==> src/rtl/som_wta_pkg.sv <==
package som_wta_pkg;
  typedef enum logic [1:0] {
    ST_IDLE = 2'd0,
    ST_BITS = 2'd1,
    ST_SCAN = 2'd2
  } wta_state_e;
endpackage

==> src/rtl/som_wta_lfsr.sv <==
module som_wta_lfsr #(
  parameter int          W    = 16,
  parameter logic [15:0] TAPS = 16'hB400,
  parameter logic [15:0] SEED = 16'hACE1
) (
  input  logic         clk,
  input  logic         rst_n,
  input  logic         step_en,
  output logic [W-1:0] state_o
);
  logic [W-1:0] lfsr_q, lfsr_n;

  always_comb begin
    lfsr_n = lfsr_q;
    if (step_en) begin
      if (lfsr_q[0]) lfsr_n = (lfsr_q >> 1) ^ TAPS[W-1:0];
      else           lfsr_n = lfsr_q >> 1;
    end
  end

  always_ff @(posedge clk or negedge rst_n) begin
    if (!rst_n) lfsr_q <= SEED[W-1:0];
    else        lfsr_q <= lfsr_n;
  end

  assign state_o = lfsr_q;
endmodule

==> src/rtl/som_wta_elim.sv <==
module som_wta_elim #(
  parameter int N = 256
) (
  input  logic         clk,
  input  logic         rst_n,
  input  logic         load_i,
  input  logic         elim_en_i,
  input  logic [N-1:0] bits_i,
  output logic [N-1:0] cand_o
);
  logic [N-1:0] cand_q, cand_n, zero_hold;
  logic         zero_seen;

  // candidates still alive that show a 0 on this bit
  assign zero_hold = cand_q & ~bits_i;
  assign zero_seen = |zero_hold;

  always_comb begin
    cand_n = cand_q;
    if (load_i)                      cand_n = '1;
    else if (elim_en_i && zero_seen) cand_n = zero_hold;
  end

  always_ff @(posedge clk or negedge rst_n) begin
    if (!rst_n) cand_q <= '0;
    else        cand_q <= cand_n;
  end

  assign cand_o = cand_q;
endmodule

==> src/rtl/som_wta_scan.sv <==
module som_wta_scan #(
  parameter int N     = 256,
  parameter int IDX_W = 8
) (
  input  logic             clk,
  input  logic             rst_n,
  input  logic             seed_load_i,
  input  logic [IDX_W-1:0] seed_i,
  input  logic             step_en_i,
  input  logic [N-1:0]     cand_i,
  output logic             hit_o,
  output logic [IDX_W-1:0] ptr_o
);
  logic [IDX_W-1:0] ptr_q, ptr_n;

  always_comb begin
    ptr_n = ptr_q;
    if (seed_load_i)    ptr_n = seed_i;
    else if (step_en_i) ptr_n = ptr_q + 1'b1;
  end

  always_ff @(posedge clk or negedge rst_n) begin
    if (!rst_n) ptr_q <= '0;
    else        ptr_q <= ptr_n;
  end

  assign hit_o = cand_i[ptr_q];
  assign ptr_o = ptr_q;
endmodule

==> src/rtl/som_wta_bmu_search.sv <==
module som_wta_bmu_search
  import som_wta_pkg::*;
#(
  parameter int          ROWS      = 16,
  parameter int          COLS      = 16,
  parameter int          DIST_W    = 11,
  parameter int          LFSR_W    = 16,
  parameter logic [15:0] LFSR_TAPS = 16'hB400,
  parameter logic [15:0] LFSR_SEED = 16'hACE1,
  localparam int         NODES     = ROWS * COLS,
  localparam int         IDX_W     = $clog2(NODES),
  localparam int         CNT_W     = $clog2(DIST_W)
) (
  input  logic             clk,
  input  logic             rst_n,
  input  logic             start,
  input  logic [NODES-1:0] dist_bits,
  output logic             busy,
  output logic             done,
  output logic [IDX_W-1:0] winner_idx
);
  wta_state_e       state_q, state_n;
  logic [CNT_W-1:0] bit_cnt_q, bit_cnt_n;
  logic             done_q, done_n;
  logic [IDX_W-1:0] idx_q, idx_n;

  logic             load_c, elim_c, seed_c, step_c;
  logic [NODES-1:0] cand_w;
  logic [LFSR_W-1:0] lfsr_w;
  logic             hit_w;
  logic [IDX_W-1:0] ptr_w;

  som_wta_lfsr #(.W(LFSR_W), .TAPS(LFSR_TAPS), .SEED(LFSR_SEED)) u_lfsr (
    .clk(clk), .rst_n(rst_n), .step_en(1'b1), .state_o(lfsr_w)
  );

  som_wta_elim #(.N(NODES)) u_elim (
    .clk(clk), .rst_n(rst_n), .load_i(load_c), .elim_en_i(elim_c),
    .bits_i(dist_bits), .cand_o(cand_w)
  );

  som_wta_scan #(.N(NODES), .IDX_W(IDX_W)) u_scan (
    .clk(clk), .rst_n(rst_n), .seed_load_i(seed_c),
    .seed_i(lfsr_w[IDX_W-1:0]), .step_en_i(step_c),
    .cand_i(cand_w), .hit_o(hit_w), .ptr_o(ptr_w)
  );

  always_comb begin
    state_n   = state_q;
    bit_cnt_n = bit_cnt_q;
    idx_n     = idx_q;
    done_n    = 1'b0;
    load_c    = 1'b0;
    elim_c    = 1'b0;
    seed_c    = 1'b0;
    step_c    = 1'b0;
    unique case (state_q)
      ST_IDLE: begin
        if (start) begin
          load_c    = 1'b1;
          bit_cnt_n = '0;
          state_n   = ST_BITS;
        end
      end
      ST_BITS: begin
        elim_c    = 1'b1;
        bit_cnt_n = bit_cnt_q + 1'b1;
        if (bit_cnt_q == CNT_W'(DIST_W - 1)) begin
          seed_c  = 1'b1;
          state_n = ST_SCAN;
        end
      end
      ST_SCAN: begin
        if (hit_w) begin
          done_n  = 1'b1;
          idx_n   = ptr_w;
          state_n = ST_IDLE;
        end else begin
          step_c  = 1'b1;
        end
      end
      default: state_n = ST_IDLE;
    endcase
  end

  always_ff @(posedge clk or negedge rst_n) begin
    if (!rst_n) begin
      state_q   <= ST_IDLE;
      bit_cnt_q <= '0;
      done_q    <= 1'b0;
      idx_q     <= '0;
    end else begin
      state_q   <= state_n;
      bit_cnt_q <= bit_cnt_n;
      done_q    <= done_n;
      idx_q     <= idx_n;
    end
  end

  assign busy       = (state_q != ST_IDLE);
  assign done       = done_q;
  assign winner_idx = idx_q;
endmodule

==> config.mk <==
export PLATFORM = sky130hd
export DESIGN_NAME = som_wta_bmu_search
export DESIGN_NICKNAME = d
export VERILOG_FILES = /design/src/rtl/som_wta_pkg.sv /design/src/rtl/som_wta_lfsr.sv /design/src/rtl/som_wta_elim.sv /design/src/rtl/som_wta_scan.sv /design/src/rtl/som_wta_bmu_search.sv
export SDC_FILE = /design/constraint.sdc
export NUM_CORES = 1
export LEC_CHECK = 0
export BUFFER_PORTS_ARGS = -buffer_cell sky130_fd_sc_hd__buf_2
export CORE_MARGIN = 5
export CORE_UTILIZATION = 57
export CTS_CLUSTER_DIAMETER = 150
export DETAILED_ROUTE_END_ITERATION = 10
export HOLD_SLACK_MARGIN = 0.12
export PLACE_DENSITY = 0.81
export SLEW_MARGIN = 5
export SYNTH_ARGS = -nofsm -noshare
export SYNTH_HDL_FRONTEND = slang
export SYNTH_SLANG_ARGS = --single-unit
==> constraint.sdc <==
create_clock -name clk -period 3.3 [get_ports clk]
set_input_delay 0.33 -clock clk [delete_from_list [all_inputs] [get_ports clk]]
set_output_delay 0.33 -clock clk [all_outputs]
set_load 0.01 [all_outputs]
==> flow_summary.ini <==
[outcome]
status = complete, but fails checks
violations = negative setup slack

[routing]
via_per_inst = 6.40
wl_per_cell_um = 25.1
firstDrtPassIters = 6
drt_iter0_drc = 2255
vias = 15100
drcViolationCount = 0
antenna_left = 0
drt_wl_total_um = 59100

[floorplanning]
die_h_um = 173
fp.dieArea_um2 = 29900
fp.coreArea_um2 = 26100
die_w_um = 173
row_count = 59
start_util_pct = 58.0
io_pins = 269

[critical_path]
cp-start-kind = primary input
critPathCaptureType = flip-flop
criticalPathCategory = primary input to flip-flop
critPathMaxFanout = 29
cp.arrival_ns = 3.78
cp.required_ns = 3.77

[timing]
grt_setup_unrepaired = no
slew_viol_final = 0
worst_slack_ns = -0.00943
final-setup-viol-count = 1
tightest_slew_ns = 0.935
finalHoldViolations = 0
maxSlewHeadroom_pct = 37.2
finalClockSkew_ns = 0.0207
fin_crit_ns = 3.31
timing.final.crit_share_pct = 100
fmax_mhz = 302

[power]
ir_worst_vdd_mv = 0.335
p_leak_nw = 11.5
power.density_nw_per_um2 = 395
power.total_mw = 7.74

[yosys]
muxShareOfSynthArea_pct = 11.9
ys_warn_count = 0
syn-cell-area_um2 = 15100
syn_inst = 1580
synth-adder-area-share_pct = 0.248
avgSynthCellArea_um2 = 9.59
synth-xor-area-share_pct = 0.405
ys_types = 57
ys_dominant_reg_cell = dfrtp_1
yosysTopAreaCell = dfrtp_1
synth_seq_cells = 295
synthTopCellsByArea = dfrtp_1, o21ai_0, nand2_1
yosysSeqAreaShare_pct = 48.8
synthSimpleGateAreaFrac_pct = 11.3
synth-compound-area-share_pct = 17.7
synth_top_family_by_area = compound AO/OA/AOI/OAI gates
synthTopCellsByCount = dfrtp_1, nand2_1, inv_1
synth_nets = 1842
synth.most_common_cell = dfrtp_1
async_flop_share_pct = 100
synth_top_area_share_pct = 47.4
synth_edf_count = 0

[clock_network]
htreeDepth = 1
numCtsBuffers = 30
clockBufferDepth = 3
cts_tree = yes
clkTransAtPathRegs_ns = 0.07
clock_latency_ns = 0.57
postCtsSetupBuffers = 0
clock-sinks = 295
root_buffer = clkbuf_16
holdBufCountCts = 152
ctsResizeCount = 0

[global_route]
antenna_found_initial = 4
grt_pass1_vias = 15000
grt_max_degree = 189
grt_pass1_wl_um = 88700
grt-ovfl-total = 0
grtUsageTotal_pct = 38.2

[place]
dpl.hpwl_um = 41200
port_buffers = 268
gp_congestion = 1.01
place_area_um2 = 17000

[min_path]
hold_class = primary input to flip-flop

[cells_and_area]
syn_to_final_growth_pct = 29.2
final_layout_size_suffix_gt1_share_pct = 21.5
stdcell_area_um2 = 19600
nNetsFinal = 2255

[run]
drv_cap = 0
[sequential cells by signal (all words and copies together), names as in the netlist]
name	count
state_q	2
winner_idx	8
u_scan.ptr_o	8
u_lfsr.state_o	16
bit_cnt_q	4
u_elim.cand_o	256
done	1
[final cells by class]
type	count	area [um2]
sequential	295	7400
fill	1651	6560
multi-input combinational	941	6310
timing repair buffer	463	3420
inverter	262	983
clock buffer	45	908
tap	335	419
clock inverter	10	128
antenna	2	5.00
[worst paths after layout]
path | from | to | slack [ns] | depth (start not counted)
setup / recovery | dist_bits[210] | u_elim.cand_o[225]$_DFFE_PN0P_ | -0.009 | 12
hold / removal | dist_bits[162] | u_elim.cand_o[162]$_DFFE_PN0P_ | 0.12 | 4
setup reg to reg | u_elim.cand_o[75]$_DFFE_PN0P_ | u_elim.cand_o[225]$_DFFE_PN0P_ | 0.01 | 9
hold reg to reg | u_lfsr.state_o[12]$_DFF_PN0_ | u_lfsr.state_o[11]$_DFF_PN1_ | 0.35 | 0
max in group asynchronous | rst_n | u_elim.cand_o[150]$_DFFE_PN0P_ | 1.97 | 3
min in group asynchronous | rst_n | u_elim.cand_o[105]$_DFFE_PN0P_ | 0.37 | 2
[stage by stage]
stage                     TNS (ns)  utilization [%]  std cells  hold WS (ns)  setup slack [ns]
after global routing             0             74.9       2353         0.137            0.0215
after floorplan                  0                -       1580        0.0344             0.624
after global placement           0             65.1       2144         0.336             0.222
final                     -0.00943             74.9       2353         0.124          -0.00943
after CTS                        0             74.9       2351         0.120             0.148
after detailed placement         0             65.1       2144         0.337             0.143
[routing by layer]
layer  track usage, %  wire, um  vias up
met4             23.7      4750        4
met5                0        23        -
met3             9.15      6960      321
met2             61.1     27200     1315
met1             47.2     20100     7182
li1                 -         -     6236
[kinds of logic (layout without fill, tap and decap cells)]
group | count (synthesis) | count (layout)
AOI/OAI and AO/OA | 429 | 429
xor gates and xnor gates | 7 | 7
adders and majority gates | 3 | 3
buffers and inverters | 344 | 780
DFF | 295 | 295
muxes | 111 | 111
other | 0 | 2
and+or+nand+nor | 391 | 391
[power breakdown]
group	internal (mW)	total [mW]	switching (mW)
sequential	3.62	3.62	0
clock	2.12	3.60	1.48
combinational	0.254	0.527	0.274
[critical path, cell delays in order]
cell	delay, ns
dlygate4sd3_1	0.51
buf_2	0.10
inv_1	0.05
a22o_1	0.33
a221oi_1	0.66
nand4_1	0.32
nor4b_1	0.44
a32o_4	0.32
buf_12	0.16
buf_12	0.18
o21ai_0	0.13
nand2_1	0.23
[placed cells by master (no fill, tap or decap), types with 3 or more instances in the layout]
| cell type | n |
|---|---|
| mux4_1 | 9 |
| nand2_1 | 278 |
| a21oi_1 | 6 |
| mux2i_1 | 49 |
| nor2b_1 | 28 |
| o21ai_0 | 254 |
| buf_4 | 25 |
| buf_12 | 18 |
| dfstp_2 | 8 |
| xnor2_1 | 3 |
| a2111oi_0 | 5 |
| nand3_1 | 17 |
| inv_1 | 261 |
| mux2_2 | 5 |
| a31oi_1 | 4 |
| nand4_1 | 32 |
| clkbuf_16 | 31 |
| ha_1 | 3 |
| clkbuf_1 | 6 |
| clkbuf_8 | 8 |
| a2111o_1 | 3 |
| a221o_1 | 3 |
| bufinv_16 | 3 |
| clkinv_2 | 6 |
| buf_2 | 267 |
| a22oi_1 | 89 |
| nor2_1 | 11 |
| nor3_1 | 4 |
| mux4_2 | 39 |
| nor4_1 | 6 |
| a221oi_1 | 14 |
| o21ai_1 | 13 |
| dlygate4sd3_1 | 152 |
| mux2_4 | 8 |
| dfrtp_1 | 285 |
| xor2_1 | 4 |
| a22o_1 | 23 |
No activity file was read; power rests on OpenSTA's default activity.
